===== src/rtl/xa_pkg.sv =====
package xa_pkg;
  localparam int unsigned XA_CMP_LO = 3;
  localparam int unsigned XA_CMP_HI = 9;
  localparam int unsigned XA_CMP_W  = XA_CMP_HI - XA_CMP_LO + 1;
  localparam int unsigned XA_NSTB   = 2;

  typedef enum logic [0:0] {STB_RD = 1'b0, STB_WR = 1'b1} stb_e;
endpackage


===== src/rtl/xa_addr_cmp.sv =====
module xa_addr_cmp #(
  parameter int unsigned CMP_W = xa_pkg::XA_CMP_W
) (
  input  logic [CMP_W-1:0] addr_field_i,
  input  logic [CMP_W-1:0] match_field_i,
  output logic             hit_o
);
  assign hit_o = (addr_field_i == match_field_i);
endmodule


===== src/rtl/xa_strobe_qual.sv =====
module xa_strobe_qual (
  input  logic clk_i,
  input  logic rst_ni,
  input  logic mode_en_i,
  input  logic hit_i,
  input  logic dma_ack_i,
  input  logic host_rd_i,
  input  logic host_wr_i,
  output logic [xa_pkg::XA_NSTB-1:0] act_o
);
  import xa_pkg::*;

  logic sel;
  logic rd_only, wr_only;

  assign sel     = mode_en_i & (hit_i | dma_ack_i);
  assign rd_only = host_rd_i & ~host_wr_i;
  assign wr_only = host_wr_i & ~host_rd_i;

  always_comb begin
    act_o         = '0;
    act_o[STB_RD] = sel & rd_only;
    act_o[STB_WR] = sel & wr_only;
  end

  AST_NO_BOTH: assert property (@(posedge clk_i) disable iff (!rst_ni)
    !(act_o[STB_RD] && act_o[STB_WR]));
  AST_CONFLICT_IDLE: assert property (@(posedge clk_i) disable iff (!rst_ni)
    (host_rd_i && host_wr_i) |-> (act_o == '0));
endmodule


===== src/rtl/xa_pol_drive.sv =====
module xa_pol_drive #(
  parameter int unsigned N = xa_pkg::XA_NSTB
) (
  input  logic         active_low_i,
  input  logic [N-1:0] act_i,
  output logic [N-1:0] pin_o
);
  for (genvar g = 0; g < N; g++) begin : g_pol
    assign pin_o[g] = act_i[g] ^ active_low_i;
  end
endmodule


===== src/rtl/xa_decoder.sv =====
module xa_decoder #(
  parameter int unsigned ADDR_W = 16
) (
  input  logic              clk_i,
  input  logic              rst_ni,
  input  logic              mode_en_i,
  input  logic              active_low_i,
  input  logic [7:0]        match_cfg_i,
  input  logic [ADDR_W-1:0] host_addr_i,
  input  logic              host_rd_i,
  input  logic              host_wr_i,
  input  logic              dma_ack_i,
  output logic              ext_rd_o,
  output logic              ext_wr_o
);
  import xa_pkg::*;

  localparam int unsigned CMP_W = XA_CMP_W;

  logic             hit;
  logic [XA_NSTB-1:0] act;
  logic [XA_NSTB-1:0] pins;
  logic             unused_bits;

  // bits above the window and cfg bit 0 are intentionally ignored
  if (ADDR_W > XA_CMP_HI + 1) begin : g_upper
    assign unused_bits = ^{host_addr_i[ADDR_W-1:XA_CMP_HI+1], host_addr_i[XA_CMP_LO-1:0], match_cfg_i[0]};
  end else begin : g_noupper
    assign unused_bits = ^{host_addr_i[XA_CMP_LO-1:0], match_cfg_i[0]};
  end

  xa_addr_cmp #(.CMP_W(CMP_W)) u_cmp (
    .addr_field_i  (host_addr_i[XA_CMP_HI:XA_CMP_LO]),
    .match_field_i (match_cfg_i[7:1]),
    .hit_o         (hit)
  );

  xa_strobe_qual u_qual (
    .clk_i     (clk_i),
    .rst_ni    (rst_ni),
    .mode_en_i (mode_en_i),
    .hit_i     (hit),
    .dma_ack_i (dma_ack_i),
    .host_rd_i (host_rd_i),
    .host_wr_i (host_wr_i),
    .act_o     (act)
  );

  xa_pol_drive #(.N(XA_NSTB)) u_pol (
    .active_low_i (active_low_i),
    .act_i        (act),
    .pin_o        (pins)
  );

  assign ext_rd_o = pins[STB_RD];
  assign ext_wr_o = pins[STB_WR];

  AST_DISABLED_IDLE: assert property (@(posedge clk_i) disable iff (!rst_ni)
    !mode_en_i |-> (ext_rd_o == active_low_i && ext_wr_o == active_low_i));
  AST_MISS_IDLE: assert property (@(posedge clk_i) disable iff (!rst_ni)
    (host_addr_i[XA_CMP_HI:XA_CMP_LO] != match_cfg_i[7:1] && !dma_ack_i) |-> (act == '0));
  AST_HIT_READ: assert property (@(posedge clk_i) disable iff (!rst_ni)
    (mode_en_i && host_addr_i[XA_CMP_HI:XA_CMP_LO] == match_cfg_i[7:1] && host_rd_i && !host_wr_i)
      |-> (ext_rd_o != active_low_i));
  AST_DMA_WRITE: assert property (@(posedge clk_i) disable iff (!rst_ni)
    (mode_en_i && dma_ack_i && host_wr_i && !host_rd_i) |-> (ext_wr_o != active_low_i));
endmodule


===== config.mk =====
export PLATFORM = sky130hd
export DESIGN_NAME = xa_decoder
export DESIGN_NICKNAME = d
export VERILOG_FILES = /design/src/rtl/xa_pkg.sv /design/src/rtl/xa_addr_cmp.sv /design/src/rtl/xa_strobe_qual.sv /design/src/rtl/xa_pol_drive.sv /design/src/rtl/xa_decoder.sv
export SDC_FILE = /design/constraint.sdc
export NUM_CORES = 1
export LEC_CHECK = 0
export ABC_AREA = 1
export BUFFER_PORTS_ARGS = -buffer_cell sky130_fd_sc_hd__buf_2
export CORE_AREA = 2 2 39 41
export DETAILED_ROUTE_END_ITERATION = 16
export DIE_AREA = 0 0 41 43
export PLACE_DENSITY = 0.52
export SYNTH_ARGS = -nofsm -noshare
export SYNTH_HDL_FRONTEND = slang
export SYNTH_SLANG_ARGS = --single-unit

===== constraint.sdc =====
create_clock -name vclk -period 0.8
set_clock_uncertainty 0.15 [all_clocks]
set_input_delay 0 -clock vclk [all_inputs]
set_output_delay 0 -clock vclk [all_outputs]
set_load 0.01 [all_outputs]

==> flow_results.org <==
** Outcome
- The run finished, with violations left.
- The final reports fail on setup timing.

** Synth
- Sequential elements use 0% of the synthesized area.
- Cell count after synthesis :: 53
- Mapped Avg Cell Area :: 4.06 um^2
- Synthesis produced a netlist with a net count of 84.
- Netlist area before placement :: 215 um^2
- The synthesized netlist contains 6 unique library cells.
- Count of synthesis-stage warnings from yosys :: 0

** Layout
- CLK BUF :: 0
- Relative to the synthesized area, the layout overhead comes to 94.2%.
- Top library cells by usage in the layout, fill and taps aside :: 25 x sky130_fd_sc_hd__nand2_1, 16 x sky130_fd_sc_hd__inv_1, 11 x sky130_fd_sc_hd__buf_2
- Once layout is complete, the utilization of the core stands at 30.2%.
- Number of inserted diodes :: 0
- Cell area after layout :: 418 um^2
- Sequential cell area :: 0 um^2
- Leaving out fill and tap cells, the most frequent cell in the layout is sky130_fd_sc_hd__nand2_1.
- The finished layout holds 90 standard cells, fillers aside.
- Summing all multi-input logic gate instances after layout gives 166 um^2.
- In the final design database the tool counted 107 nets.
- Sequential cells placed in the final layout were counted as 0.
- After filler insertion, the fill cell instance count of the layout stands at 159.
- Fraction of layout cells with a size suffix above 1 :: 33.8%

** Placed design
- Before CTS, the worst setup slack after placement is -248 ps.
- Summing all placed instances gives a cell area of 340 um^2.
- The count of buffers added on input and output ports is 21.
- The wire-length estimate of the detail-placed layout is 457 um.
- After detailed placement, the design holds a cell count of 90.
- Placer congestion estimate :: 0.582

** STA
- Once routing completed, OpenROAD measured the worst setup slack at -194 ps.
- Setup repair after global routing missed its margin :: true
- Share of the clock period used by the worst path after layout :: 124%
- Final number of max-transition violations :: 0
- Measured against its own limit, the worst slew margin works out to 90.6%.
- The final-report hold violation count is 0.
- Based on the critical path, the design can be clocked at up to 1010 MHz.
- Final setup viols :: 2
- At the pin with the least slew margin, the transition time is 141 ps.
- After layout, the minimum clock period comes to 994 ps.

** Routing
- Final wirelength :: 509 um
- Once detail routing completed, the nets flagged for antenna violations numbered 0.
- In the routed layout, each cell is associated on average with a via count of 3.79.
- For this run, the detailed router's first-pass iteration total came to 2.
- DRC Markers :: 0
- DR iter-0 viols :: 2
- Routed vias :: 341
- Routed wire length per instance :: 5.66 um

** Floorplanning
- Once the floorplan was initialized, standard cells occupied 15.6% of the core.
- The die covers 1760 um^2.
- The floorplan has 14 rows.
- Vertical extent of the die :: 43 um
- The die is 41 um wide.
- The core region is 1380 um^2.
- In this run the count of I/O pins placed on the die edge is 33.

** Critical path
- Chain of cells forming the critical path :: buf_2, inv_1, nand2_1, nand2_1, nand3_2, o21bai_4, nand3_1, nand2_1, nand2_1, buf_2
- The worst setup path is launched from an input pin.
- Of all nets on the critical path, the largest fanout is 4.
- For this run, the slowest stage of the critical path takes 180 ps.
- Required time at the endpoint of the critical path :: 650 ps
- STA puts the critical path data arrival time at 840 ps.
- For this design, the slowest cell found on the critical path is sky130_fd_sc_hd__o21bai_4.
- The worst setup path is captured at an output port.
- The setup path with the least slack is of type input pin to output port.
- The most numerous cell type found on the critical path is sky130_fd_sc_hd__nand2_1.

** Global route
- Largest net degree at the start of global routing :: 5
- Global routing finished with a remaining overflow of 0.
- Overall Global Routing Usage :: 5.89%
- The via count of the first global-routing pass is 258.
- The first global-routing pass estimated 793 um of wire.
- The initial antenna violation count is 0.

** CTS
- Number of buffers inserted for hold repair after clock tree synthesis :: 0
- After clock tree synthesis, the setup repair step added 0 buffers.

** Power
- The completed layout was analyzed and its total power is 173 uW.
- Worst-case vdd ir drop :: 0.111 mV
- LEAKAGE :: 0.288 nW
- Total power divided by cell area :: 413 nW/um^2

** Hold path
- The path class of the tightest hold or removal check is input pin to output port.

** Flow run
- Across the run, the number of max-cap violations was 0.
worst max-delay path, delay by kind of cell:
| family | cells | cell delay, ps |
|---|---|---|
| AOI/OAI and AO/OA | 1 | 180 |
| buffers and inverters | 3 | 270 |
| and+or+nand+nor | 6 | 390 |
cell usage after synthesis, drive strengths merged:
master | n | area (um^2)
nand2 | 26 | 97.6
inv | 17 | 63.8
nor2 | 4 | 15.0
nand3 | 3 | 15.0
nand4 | 2 | 12.5
o21bai | 1 | 11.3
what timing repair did:
action	4_1_cts	5_1_grt
pin swaps	6	1
gates cloned	0	0
resized for setup	13	1
endpoints found under the setup margin	2	2
cell families after synthesis:
kind of cell	share of synthesized area (%)
and+or+nand+nor	65.1
AOI/OAI and AO/OA	5.23
buffers and inverters	29.7
report_power, final:
part	total, mW	switching [mW]	leakage, nW	internal [mW]
clock	0	0	0	0
combinational	0.173	0.0721	0.288	0.101
sequential	0	0	0	0
total	0.173	0.0721	0.288	0.101
area by class of cell:
cell class | count | share of cell area (%)
multi-input cells | 36 | 39.8
inverters | 17 | 15.3
repair buffers | 21 | 40.1
well taps | 16 | 4.79
per-stage QoR:
step	TNS, ps	hold slack [ps]
floorplan	0	-32.3
global placement	-477	157
detailed placement	-489	159
CTS	-463	157
global route	-645	191
finish	-379	152
worst paths after layout:
path | from | endpoint | slack [ps] | depth (start not counted)
setup / recovery | host_addr_i[7] | ext_wr_o | -190 | 10
hold / removal | active_low_i | ext_wr_o | 150 | 4
layer usage:
layer / share of wire [%] / GRT usage [%]
met4: 0 / 0
met1: 42 / 5.70
met5: 0 / 0
met3: 7.3 / 0
met2: 51 / 12.8
(Power assumes the default switching activity.)
